`src/rtl/ssc_pkg.sv`:
```
package ssc_pkg;

    typedef enum logic [1:0] {
        SEL_LOW  = 2'b00,
        SEL_MID  = 2'b01,
        SEL_HIGH = 2'b10,
        SEL_OPEN = 2'b11
    } spread_sel_e;

    localparam int NUM_SUB = 4;

endpackage

```
`src/rtl/ssc_depth_lut.sv`:
```
module ssc_depth_lut #(
    parameter int DEPTH_W = 9
) (
    input  logic [1:0]         sel,
    input  logic [1:0]         sub,
    output logic [DEPTH_W-1:0] depth
);
    import ssc_pkg::*;

    // Depths in hundredths of a percent, one row per select level.
    always_comb begin
        depth = '0;
        unique case (spread_sel_e'(sel))
            SEL_HIGH: begin
                unique case (sub)
                    2'd0:    depth = DEPTH_W'(300);
                    2'd1:    depth = DEPTH_W'(270);
                    2'd2:    depth = DEPTH_W'(250);
                    default: depth = DEPTH_W'(230);
                endcase
            end
            SEL_LOW: begin
                unique case (sub)
                    2'd0:    depth = DEPTH_W'(220);
                    2'd1:    depth = DEPTH_W'(190);
                    2'd2:    depth = DEPTH_W'(180);
                    default: depth = DEPTH_W'(170);
                endcase
            end
            default: begin
                // middle, and the floating (undriven) code
                unique case (sub)
                    2'd0:    depth = DEPTH_W'(70);
                    2'd1:    depth = DEPTH_W'(60);
                    2'd2:    depth = DEPTH_W'(60);
                    default: depth = DEPTH_W'(50);
                endcase
            end
        endcase
    end

endmodule

```
`src/rtl/ssc_tri_shaper.sv`:
```
module ssc_tri_shaper #(
    parameter int LO_LOG2 = 8,
    parameter int DEPTH_W = 9,
    parameter int OFS_W   = 10
) (
    input  logic [LO_LOG2:0]          phase,
    input  logic [DEPTH_W-1:0]        depth,
    input  logic                      band_hi,
    output logic signed [OFS_W-1:0]   offset
);
    localparam int PH_W   = LO_LOG2 + 1;
    localparam int KW     = PH_W + 2;
    localparam int PROD_W = DEPTH_W + KW;

    logic [KW-1:0]     twice_phase;
    logic [KW-1:0]     period2;
    logic [KW-1:0]     k;
    logic [PROD_W-1:0] prod;
    logic [PROD_W-1:0] scaled;
    logic [OFS_W-1:0]  mag;

    always_comb begin
        twice_phase = {1'b0, phase, 1'b0};
        period2     = band_hi ? (KW'(1) << (LO_LOG2 + 2)) : (KW'(1) << (LO_LOG2 + 1));
        // distance from the top of the triangle, scaled by two
        if (twice_phase < (period2 >> 1))
            k = twice_phase;
        else
            k = period2 - twice_phase;
        prod   = PROD_W'(depth) * PROD_W'(k);
        // division by the period is a shift; truncation rounds toward zero
        scaled = band_hi ? (prod >> (LO_LOG2 + 1)) : (prod >> LO_LOG2);
        mag    = scaled[OFS_W-1:0];
        offset = $signed(OFS_W'(0) - mag);
    end

endmodule

```
`src/rtl/ssc_profile_gen.sv`:
```
module ssc_profile_gen #(
    parameter int LO_LOG2 = 8,
    parameter int DEPTH_W = 9,
    parameter int OFS_W   = 10
) (
    input  logic                     clk,
    input  logic                     rst_n,
    input  logic                     pd_n,
    input  logic [1:0]               spread_sel,
    input  logic                     band_hi,
    input  logic [1:0]               sub_band,
    output logic signed [OFS_W-1:0]  offset_o,
    output logic                     period_start_o,
    output logic                     ref_en_o
);
    localparam int PHASE_W = LO_LOG2 + 1;
    localparam logic [PHASE_W-1:0] LAST_LO = PHASE_W'((1 << LO_LOG2) - 1);
    localparam logic [PHASE_W-1:0] LAST_HI = '1;

    typedef struct packed {
        logic [PHASE_W-1:0]       phase;
        logic [DEPTH_W-1:0]       depth;
        logic                     band_hi;
        logic signed [OFS_W-1:0]  offset;
        logic                     strobe;
        logic                     ref_en;
    } state_t;

    state_t s_d, s_q;

    logic                    at_top;
    logic [DEPTH_W-1:0]      lut_depth;
    logic [DEPTH_W-1:0]      depth_use;
    logic                    band_use;
    logic                    at_last;
    logic signed [OFS_W-1:0] shaped;

    ssc_depth_lut #(.DEPTH_W(DEPTH_W)) i_lut (
        .sel   (spread_sel),
        .sub   (sub_band),
        .depth (lut_depth)
    );

    ssc_tri_shaper #(
        .LO_LOG2 (LO_LOG2),
        .DEPTH_W (DEPTH_W),
        .OFS_W   (OFS_W)
    ) i_shaper (
        .phase   (s_q.phase),
        .depth   (depth_use),
        .band_hi (band_use),
        .offset  (shaped)
    );

    always_comb begin
        at_top    = (s_q.phase == '0);
        depth_use = at_top ? lut_depth : s_q.depth;
        band_use  = at_top ? band_hi   : s_q.band_hi;
        at_last   = band_use ? (s_q.phase == LAST_HI) : (s_q.phase == LAST_LO);

        s_d = s_q;
        if (!pd_n) begin
            s_d.phase  = '0;
            s_d.offset = '0;
            s_d.strobe = 1'b0;
            s_d.ref_en = 1'b0;
        end else begin
            s_d.depth   = depth_use;
            s_d.band_hi = band_use;
            s_d.offset  = shaped;
            s_d.strobe  = at_top;
            s_d.ref_en  = 1'b1;
            s_d.phase   = at_last ? '0 : s_q.phase + 1'b1;
        end
    end

    always_ff @(posedge clk or negedge rst_n) begin
        if (!rst_n) s_q <= '0;
        else        s_q <= s_d;
    end

    assign offset_o       = s_q.offset;
    assign period_start_o = s_q.strobe;
    assign ref_en_o       = s_q.ref_en;

    a_r1_not_above_nominal: assert property (@(posedge clk) disable iff (!rst_n)
        offset_o <= 0);

    a_r2_within_depth: assert property (@(posedge clk) disable iff (!rst_n)
        $signed({1'b0, offset_o[OFS_W-1] ? -offset_o : offset_o}) <= $signed({1'b0, s_q.depth}));

    a_r3_strobe_at_top: assert property (@(posedge clk) disable iff (!rst_n)
        period_start_o |-> offset_o == 0);

    a_r3_strobe_single: assert property (@(posedge clk) disable iff (!rst_n)
        period_start_o |=> !period_start_o);

    a_r7_cfg_hold: assert property (@(posedge clk) disable iff (!rst_n)
        (s_q.phase != '0) |=> ($stable(s_q.depth) && $stable(s_q.band_hi)));

    a_r8_pd_quiet: assert property (@(posedge clk) disable iff (!rst_n)
        !pd_n |=> (offset_o == 0 && !period_start_o && !ref_en_o));

    a_r9_restart_top: assert property (@(posedge clk) disable iff (!rst_n)
        (pd_n && !ref_en_o) |=> period_start_o);

    a_r10_ref_en_run: assert property (@(posedge clk) disable iff (!rst_n)
        pd_n |=> ref_en_o);

endmodule

```
`config.mk`:
```
export PLATFORM = sky130hd
export DESIGN_NAME = ssc_profile_gen
export DESIGN_NICKNAME = d
export VERILOG_FILES = /design/src/rtl/ssc_pkg.sv /design/src/rtl/ssc_depth_lut.sv /design/src/rtl/ssc_tri_shaper.sv /design/src/rtl/ssc_profile_gen.sv
export SDC_FILE = /design/constraint.sdc
export NUM_CORES = 1
export LEC_CHECK = 0
export ABC_AREA = 1
export BUFFER_PORTS_ARGS = -buffer_cell sky130_fd_sc_hd__buf_2
export CAP_MARGIN = 20
export CORE_MARGIN = 2
export CORE_UTILIZATION = 55
export DETAILED_ROUTE_END_ITERATION = 10
export GPL_TIMING_DRIVEN = 1
export PLACE_DENSITY = 0.73
export SYNTH_ARGS = -nofsm -noshare
export SYNTH_HDL_FRONTEND = slang
export SYNTH_SLANG_ARGS = --single-unit
```
`constraint.sdc`:
```
create_clock -name clk -period 6.7 [get_ports clk]
set_input_delay 0.67 -clock clk [delete_from_list [all_inputs] [get_ports clk]]
set_output_delay 0.67 -clock clk [all_outputs]
set_load 0.01 [all_outputs]
```
==> results of run 1 <==
## layout by cell type (no fill, tap or decap), types with 2 or more instances in the layout
master                     instances
sky130_fd_sc_hd__o21ai_0          26
sky130_fd_sc_hd__nand4_2           2
sky130_fd_sc_hd__buf_4            15
sky130_fd_sc_hd__nand2_1         134
sky130_fd_sc_hd__clkbuf_8          6
sky130_fd_sc_hd__nand2_4           5
sky130_fd_sc_hd__nor2_1           90
sky130_fd_sc_hd__nor2_2            3
sky130_fd_sc_hd__nand3_2          11
sky130_fd_sc_hd__o21bai_1          2
sky130_fd_sc_hd__nor3_1            6
sky130_fd_sc_hd__nand3_4           3
sky130_fd_sc_hd__xnor2_1           2
sky130_fd_sc_hd__nand3b_1          2
sky130_fd_sc_hd__inv_1           138
sky130_fd_sc_hd__a211oi_1          2
sky130_fd_sc_hd__or2_2             3
sky130_fd_sc_hd__dfrtp_1          30
sky130_fd_sc_hd__nand3_1          25
sky130_fd_sc_hd__inv_4             2
sky130_fd_sc_hd__fa_1             55
sky130_fd_sc_hd__nand4_1           3
sky130_fd_sc_hd__inv_2             6
sky130_fd_sc_hd__clkinv_1          2
sky130_fd_sc_hd__o21ai_2           2
sky130_fd_sc_hd__buf_2            19
sky130_fd_sc_hd__xor2_1            9
sky130_fd_sc_hd__nor2_4            4
sky130_fd_sc_hd__ha_1             42
sky130_fd_sc_hd__nand2_2          19
sky130_fd_sc_hd__a211oi_2          2
sky130_fd_sc_hd__nor4_1            4
sky130_fd_sc_hd__a21oi_1          19
sky130_fd_sc_hd__o21ai_1           5
## worst max-delay path by stage
stage	startpoint	endpoint	slack (ns)	depth (start not counted)
6_report	s_q[23]	offset_o[9]	0.40	30
5_1_grt	s_q[23]	offset_o[8]	0.01	36
4_1_cts	s_q[23]	offset_o[9]	0.25	27
3_5_place_dp	spread_sel[0]	offset_o[8]	0.18	33
3_3_place_gp	sub_band[0]	offset_o[8]	0.24	29
2_1_floorplan	s_q[22]	offset_o[8]	0.49	35
## cell families after synthesis
family,share of synthesized area (%)
and+or+nand+nor,29.7
buffers and inverters,13.3
muxes,0.221
DFF,15.2
adders and majority gates,31.9
xor gates and xnor gates,2.21
AOI/OAI and AO/OA,7.39
## what timing repair did
action,CTS,global route
resized for setup,0,11
buffers inserted,0,3
setup endpoints to repair,0,8
## registers in the layout, summed over array words and instances, names as in the netlist
| signal | count |
|---|---|
| period_start_o | 1 |
| offset_o | 10 |
| ref_en_o | 1 |
| s_q | 19 |
## per-stage QoR
step	hold WS [ns]	setup WS, ns
after global placement	0.474	0.237
after global routing	0.510	0.0144
after detailed placement	0.489	0.183
final	0.438	0.399
after CTS	0.456	0.250
after floorplan	0.374	0.494
## layout make-up
type | instances | area (um2) | area share, %
clock buffer | 6 | 82.6 | 1.51
clock inverter | 2 | 35.0 | 0.641
timing repair buffer | 34 | 208 | 3.80
sequential | 31 | 777 | 14.2
multi-input combinational | 492 | 3660 | 67.0
tap | 111 | 139 | 2.54
inverter | 148 | 561 | 10.3
## per-layer routing
| layer | routed length, um | vias up | track usage, % |
|---|---|---|---|
| met5 | 0 | - | 0 |
| met4 | 292 | 0 | 8.11 |
| met3 | 648 | 22 | 2.02 |
| met2 | 5760 | 152 | 45.2 |
| met1 | 5630 | 2107 | 37.0 |
| li1 | - | 2142 | - |
## worst max-delay path, delay by kind of cell (launching register included)
family | cells | cell delay (ns)
compound gates | 1 | 0.24
fa+ha+maj | 6 | 2.65
simple gates | 17 | 2.26
flops | 1 | 0.44
buf+inv | 6 | 0.65
## power by group through the flow
stage | Combinational (uW) | Sequential [uW] | Clock [uW]
after floorplan | 260 | 230 | 0
after global placement | 326 | 232 | 0
after detailed placement | 333 | 234 | 0
after CTS | 335 | 231 | 195
after global routing | 382 | 234 | 203
final | 339 | 231 | 192
==> impl.org, run 1 <==
** Placement
- Area of placed instances :: 5300 um2
- The congestion estimate from routability-driven global placement came to 0.945.
- Detailed placement finished with a half-perimeter wire length of ~10 mm.
- Port Buf Inserts :: 19
- Number of cells after detailed placement :: 813

** Synth
- Counting every net in the synthesized netlist gives 794.
- Sequential elements use 15.2% of the synthesized area.
- In the synthesized netlist the async set-or-reset flop fraction comes to 100%.
- In the synthesized netlist the dominant register cell turns out to be sky130_fd_sc_hd__dfrtp_1.
- Number of synthesized flops with an enable pin :: 0
- Library cell with the largest summed area after synthesis :: sky130_fd_sc_hd__fa_1
- Most repeated cell in the gate-level netlist after synthesis :: sky130_fd_sc_hd__inv_1
- In this run the biggest area consumer among cell types represents 21.6% of the synthesized area.
- Ranked by total cell area, the synthesized netlist is headed by sky130_fd_sc_hd__fa_1 (22%), sky130_fd_sc_hd__dfrtp_1 (15%), sky130_fd_sc_hd__ha_1 (10%).
- In the synthesized netlist, the number of instances is just under 700.
- Counting distinct cell types in the post-synthesis netlist gives between 40 and 50.
- Averaged over all synthesized cells, the footprint is 7.40 um2.
- In the synthesized netlist, the cells that appear most often are sky130_fd_sc_hd__inv_1 (138), sky130_fd_sc_hd__nand2_1 (134), sky130_fd_sc_hd__nor2_1 (90).
- YS warnings :: 0
- The synthesized netlist occupies a cell area of 5100 um2.
- The synthesized design contains 31 register bits.

** Floorplan
- The die is 100 um tall.
- Area of the die :: 10100 um2
- Pin placement for this block handled 20 I/O pins.
- The die is 100 um wide.
- The initial utilization of the core area, before any placement, comes to 56.0%.
- Core ar. :: 9110 um2
- Row Count :: 35

** Finish
- Fill cells in the final layout number between 800 and 900.
- Fin util :: 60.0%
- Final std cells w/o fill :: 824
- Relative area change from synthesis to final layout :: 7.21%
- Antenna diode instance count :: 0
- Share of cells above drive strength 1 :: 15.6%
- The net count of the finished layout is between 800 and 900.
- Final non-filler cell area :: about 5500 um2

** Clock tree
- After clock tree synthesis, the clock-pin slew on the worst setup and hold paths is 0.07 ns.
- The clock tree synthesis step divided the H-tree into 2 levels.
- The number of hold buffers added after CTS was 0.
- CTS tree :: built
- In this run the deepest clock path goes through 2 buffers.
- Number of clock buffers inserted by TritonCTS :: 5
- Clock latency on the worst-skew pair :: 0.28 ns
- For this design, the sink count on the clock tree is 31.
- The root buffer cell chosen for the clock tree is sky130_fd_sc_hd__clkbuf_8.

** Critical path
- In this run the critical register-to-register path is launched from s_q[23].
- Cell mode on critical path :: sky130_fd_sc_hd__inv_1
- Largest stage delay on the critical path :: 0.59 ns
- Counting cells, the worst reg-to-reg path comes to 30.
- For the worst setup path, the data arrival time is approximately 6.5 ns.
- Crit Path Class :: flop to flop
- End of the worst register-to-register path :: offset_o[9]
- CP required :: 6.92 ns
- Of all nets on the critical path, the largest fanout is 8.
- The setup check on the worst reg-to-reg path leaves a slack of 0.40 ns.
- Capturing element type of the critical path :: flop
- The largest individual stage delay along the critical path comes from the cell sky130_fd_sc_hd__fa_1.
- Startpoint type of the worst setup path :: flop

** Pwr
- The analysis attributes to cell leakage a power of ~0.0031 uW.
- Design Power :: between 700 and 800 uW
- Power per Cell Area :: 139 nW/um2
- VDD sags by at most roughly 0.17 mV.
- Sequential cells burn 30.3% of the power.
- Pint :: 448 uW
- Net switching is 41.2% of the power.
- Logic gate share of total power :: 44.5%
- The clock network accounts for 25.2% of the total power.
- For this design the total switching power over the nets is 314 uW.

** GRT
- Entering global routing, the biggest net connects 32 pins.
- Number of global-route vias before repair :: 4395
- Antenna violations before repair :: 0
- In the global route stage, overall resource usage came out at 26.8%.
- Wire length of the first global-routing pass :: 21.2 mm
- After global routing the overflow that remains totals 0.

** Outcome
- Result of the run :: complete, no violations

** Timing
- Summed negative setup slack over all endpoints :: 0 ns
- Pins Over Slew Limit :: 0
- Upper clock frequency limit :: 0.159 GHz
- Remaining max-slew budget at the tightest pin :: 49.5%
- Minimum clock period after layout :: 6.30 ns
- The worst path uses 94.0% of the clock period.
- Endpoints failing hold :: 0
- At the pin with the least slew margin, the transition time is 0.752 ns.
- Finish-stage setup viols :: 0
- Setup repair after global routing missed its margin :: no
- Across the routed clock network, the largest skew measured is 0.00541 ns.

** Drt
- The detail route stage leaves a number of antenna-violating nets equal to 0.
- Detailed routing inserted a total of 4423 vias.
- Initial DRC Count :: 246
- After detailed routing, the number of vias per cell comes to 5.37.
- Total length of routed wires :: 12.3 mm
- After detailed routing, the average wire length per cell comes to approximately 15 um.
- Remaining DRCs :: 0
- The first detailed-routing pass took 5 iterations.

** Hold path
- Hold Path Class :: input port to asynchronous set/reset pin

** Run
- Across the run, the number of max-cap violations was 0.
Note: power is estimated with default switching activity, not from simulation.
==> inputs of run 2 (changes only) <==
- CELL_PAD_IN_SITES_DETAIL_PLACEMENT: unset -> 0
- CELL_PAD_IN_SITES_GLOBAL_PLACEMENT: unset -> 1
- CORE_UTILIZATION: 55 -> 48
- PLACE_DENSITY: 0.73 -> 0.84
==> run 2 against run 1 <==
Net effect:
- via count is 2.8% lower
- sequential power about the same
- design area increased by 0.69%
- sequential cell count unchanged
- routed wire length is 2.0% higher
- count of clock-buffer cells in the layout is the same
- global-route usage decreased by 3.2 points
- die area increased by 14%
- worst hold slack worse by 0.0069 ns
- combinational power rose by 2%
- core utilization decreased by 6.7 points
- non-clock buffer count unchanged
- highest routed layer unchanged
==> impl.org, run 2 (synthesis gave the netlist of run 1 again) <==
** Clock tree
- TritonCTS Sinks :: 31 (unchanged)
- Number of clock buffers inserted by TritonCTS :: 5 (unchanged)
- The H-tree depth was 2 (unchanged).
- CTS tree :: built (unchanged)
- The library cell used as clock root buffer is sky130_fd_sc_hd__clkbuf_8 (unchanged).
- The worst-skew pair later-pin latency is 0.28 ns (about the same).
- Maximum clock path buffer count :: 2 (unchanged)
- The clock transition time at the flip-flop clock pins of the worst setup and hold paths is 0.07 ns (about the same).

** Finish
- Share of cells above drive strength 1 :: 16.2% (was 15.6%)
- The commonest non-fill, non-tap cell in the layout is sky130_fd_sc_hd__inv_1 (unchanged).
- Biggest regs: s_q x19, offset_o x10 (unchanged).
- Commonest non-fill, non-tap cells in the layout :: sky130_fd_sc_hd__inv_1 (138), sky130_fd_sc_hd__nand2_1 (133), sky130_fd_sc_hd__nor2_1 (88) (was sky130_fd_sc_hd__inv_1 (138), sky130_fd_sc_hd__nand2_1 (134), sky130_fd_sc_hd__nor2_1 (90))
- The footprint of the multi-input gates was 3700 um2 (was 3660 um2).
- The final-stage net count came to 818 (was 817).
- The top register by number of flip-flops is s_q (unchanged).
- Fillers :: 1015 (was 834)
- The number of flip-flops under the largest register name is 19 (unchanged).
- The post-layout instance count excluding filler cells came to 850 (was 824).
- Antenna diode instance count :: 0 (unchanged)
- Relative area change from synthesis to final layout :: 7.95% (was 7.21%)
- Storage cell area :: 778 um2 (was 777 um2)

** Critical path
- Startpoint type of the worst setup path :: flop (unchanged)
- Largest stage delay on the critical path :: 0.55 ns (was 0.59 ns)
- The combined buffer and inverter count along the critical path was 5 (was 6).
- The maximum fanout along the worst path is 6 (was 8).
- The data required time of the worst path was 6.92 ns (about the same).
- The worst setup path category was flop to flop (unchanged).
- Capturing element type of the critical path :: flop (unchanged)
- The data arrival time of the critical path was 6.41 ns (was 6.52 ns).
- Delay-heaviest family, CP :: adder cells (unchanged)
- The slowest stage cell on the critical path is sky130_fd_sc_hd__fa_1 (unchanged).

** Placement
- The worst-case setup slack after placement was 0.0928 ns (was 0.183 ns).
- The number of cells after detailed placement was 839 (was 813).
- The routability-driven placement congestion ratio was 0.948 (was 0.945).
- The half-perimeter wire length after placement is 10.6 mm (was 10.2 mm).
- The count of port buffers added during placement was 19 (unchanged).

** Drt
- The mean number of vias per cell is 5.06 (was 5.37).
- The uppermost signal routing layer after detailed routing is met4 (unchanged).
- Total length of routed wires :: 12.6 mm (was 12.3 mm)
- The total vias in the final route is 4298 (was 4423).
- The number of optimization iterations in the first detailed-route pass was 5 (unchanged).
- WL/cell :: 14.8 um (was 15.0 um)
- The number of design rule violations left after detail routing is 0 (unchanged).
- The number of violations reported at the end of detailed-routing iteration 0 came to 228 (was 246).
- The total met2 wirelength after detailed routing is 5.81 mm (was 5.76 mm).
- The remaining antenna violation count after routing is 0 (unchanged).
- The met3 wirelength from detailed routing came to 502 um (was 648 um).
- The met1 routed wirelength after detailed routing was 6.12 mm (was 5.63 mm).

** Floorplan
- The height of the die was 107 um (was 100 um).
- The number of rows in the core area was 37 (was 35).
- The starting density of the core was 49.4% (was 56.0%).
- IO Count :: 20 (unchanged)
- Width of the die :: 107 um (was 100 um)
- Core ar. :: 10300 um2 (was 9110 um2)
- Area of the die :: 11500 um2 (was 10100 um2)

** Outcome
- Result of the run :: complete, no violations (unchanged)

** Pwr
- Proportion of total power due to net switching :: 43.6% (was 41.2%)
- Proportion of power drawn by flip-flops and latches :: 31.8% (was 30.3%)
- Share of total power in the clock network :: 20.3% (was 25.2%)
- The internal power summed over all cells came to 406 uW (was 448 uW).
- Logic gate share of total power :: 47.9% (was 44.5%)
- Switch Pwr :: 314 uW (about the same)
- The static power due to leakage was 0.00308 uW (was 0.00310 uW).
- The total power density per cell area is 131 nW/um2 (was 139 nW/um2).
- The peak ir drop on the vdd network is 0.146 mV (was 0.169 mV).

** Timing
- The post-route setup TNS came to 0 ns (unchanged).
- The slew at the pin closest to its max-slew limit came to 0.724 ns (was 0.752 ns).
- Endpoints failing hold :: 0 (unchanged)
- Fraction of the cycle the final worst path needs :: 92.5% (was 94.0%)
- Finish-stage setup viols :: 0 (unchanged)
- The least setup slack across all paths after layout is 0.502 ns (was 0.399 ns).
- Upper clock frequency limit :: 0.161 GHz (was 0.159 GHz)
- Pins Over Slew Limit :: 0 (unchanged)
- Remaining max-slew budget at the tightest pin :: 51.6% (was 49.5%)
- The minimum clock period after layout is 6.20 ns (was 6.30 ns).
- The clock tree skew after final layout was 0.00820 ns (was 0.00541 ns).
- The worst hold-check slack was 0.431 ns (was 0.438 ns).

** GRT
- The final global-route overflow total came to 0 (unchanged).
- Global routing usage summed across all routing layers :: 23.6% (was 26.8%)
- The via count of the first global-routing pass was 4378 (was 4395).
- The wire length of the first global-routing pass is 21.5 mm (was 21.2 mm).
- Maximum number of pins on one net before global-route repair :: 32 (unchanged)
- The initial antenna violation count was 0 (unchanged).

** Hold path
- Hold Path Class :: input port to asynchronous set/reset pin (unchanged)

** Run
- The count of maximum capacitance violations is 0 (unchanged).
[run 2: final cells by class]
| cell class | instances | area share [%] |
|---|---|---|
| inverter | 148 | 10.2 |
| clock buffer | 6 | 1.32 |
| timing repair buffer | 34 | 3.77 |
| multi-input combinational | 493 | 67.3 |
| clock inverter | 2 | 0.227 |
| tap | 136 | 3.09 |
| sequential | 31 | 14.1 |
[run 2: per-stage QoR]
stage | area, um2 | power, uW | util (%)
floorplan | 5100 | 490 | -
global placement | 5340 | 569 | 51.8
detailed placement | 5340 | 571 | 51.8
CTS | 5430 | 722 | 52.6
global route | 5500 | 781 | 53.3
finish | 5500 | 720 | 53.3
[run 2: timing repair]
action | 4_1_cts | 5_1_grt
endpoints found under the setup margin | 0 | 9
hold buffers | 0 | 0
buffers inserted | 0 | 2
gates resized for setup | 0 | 16
[run 2: power by group through the flow]
stage               Combinational, uW  Sequential (uW)  Clock [uW]
finish                            345              229         146
global route                      390              233         158
CTS                               340              230         152
detailed placement                338              233           0
global placement                  337              233           0
floorplan                         260              230           0
[run 2: final timing paths]
check	start	end	slack, ns	cells past startpoint
worst max register to register	s_q[23]	offset_o[9]	0.50	32
worst min register to register	s_q[15]	s_q[15]	0.50	2
min in group clk	s_q[15]	s_q[15]	0.50	2
worst max-delay path	s_q[23]	offset_o[9]	0.50	32
worst min-delay path	rst_n	s_q[20]	0.43	1
max in group asynchronous	rst_n	s_q[23]	5.79	1
[run 2: metal layers]
layer,vias up,global-route usage (%)
met5,-,0
met1,2065,34.2
met2,75,38.8
met4,0,4.45
met3,12,1.95
li1,2146,-
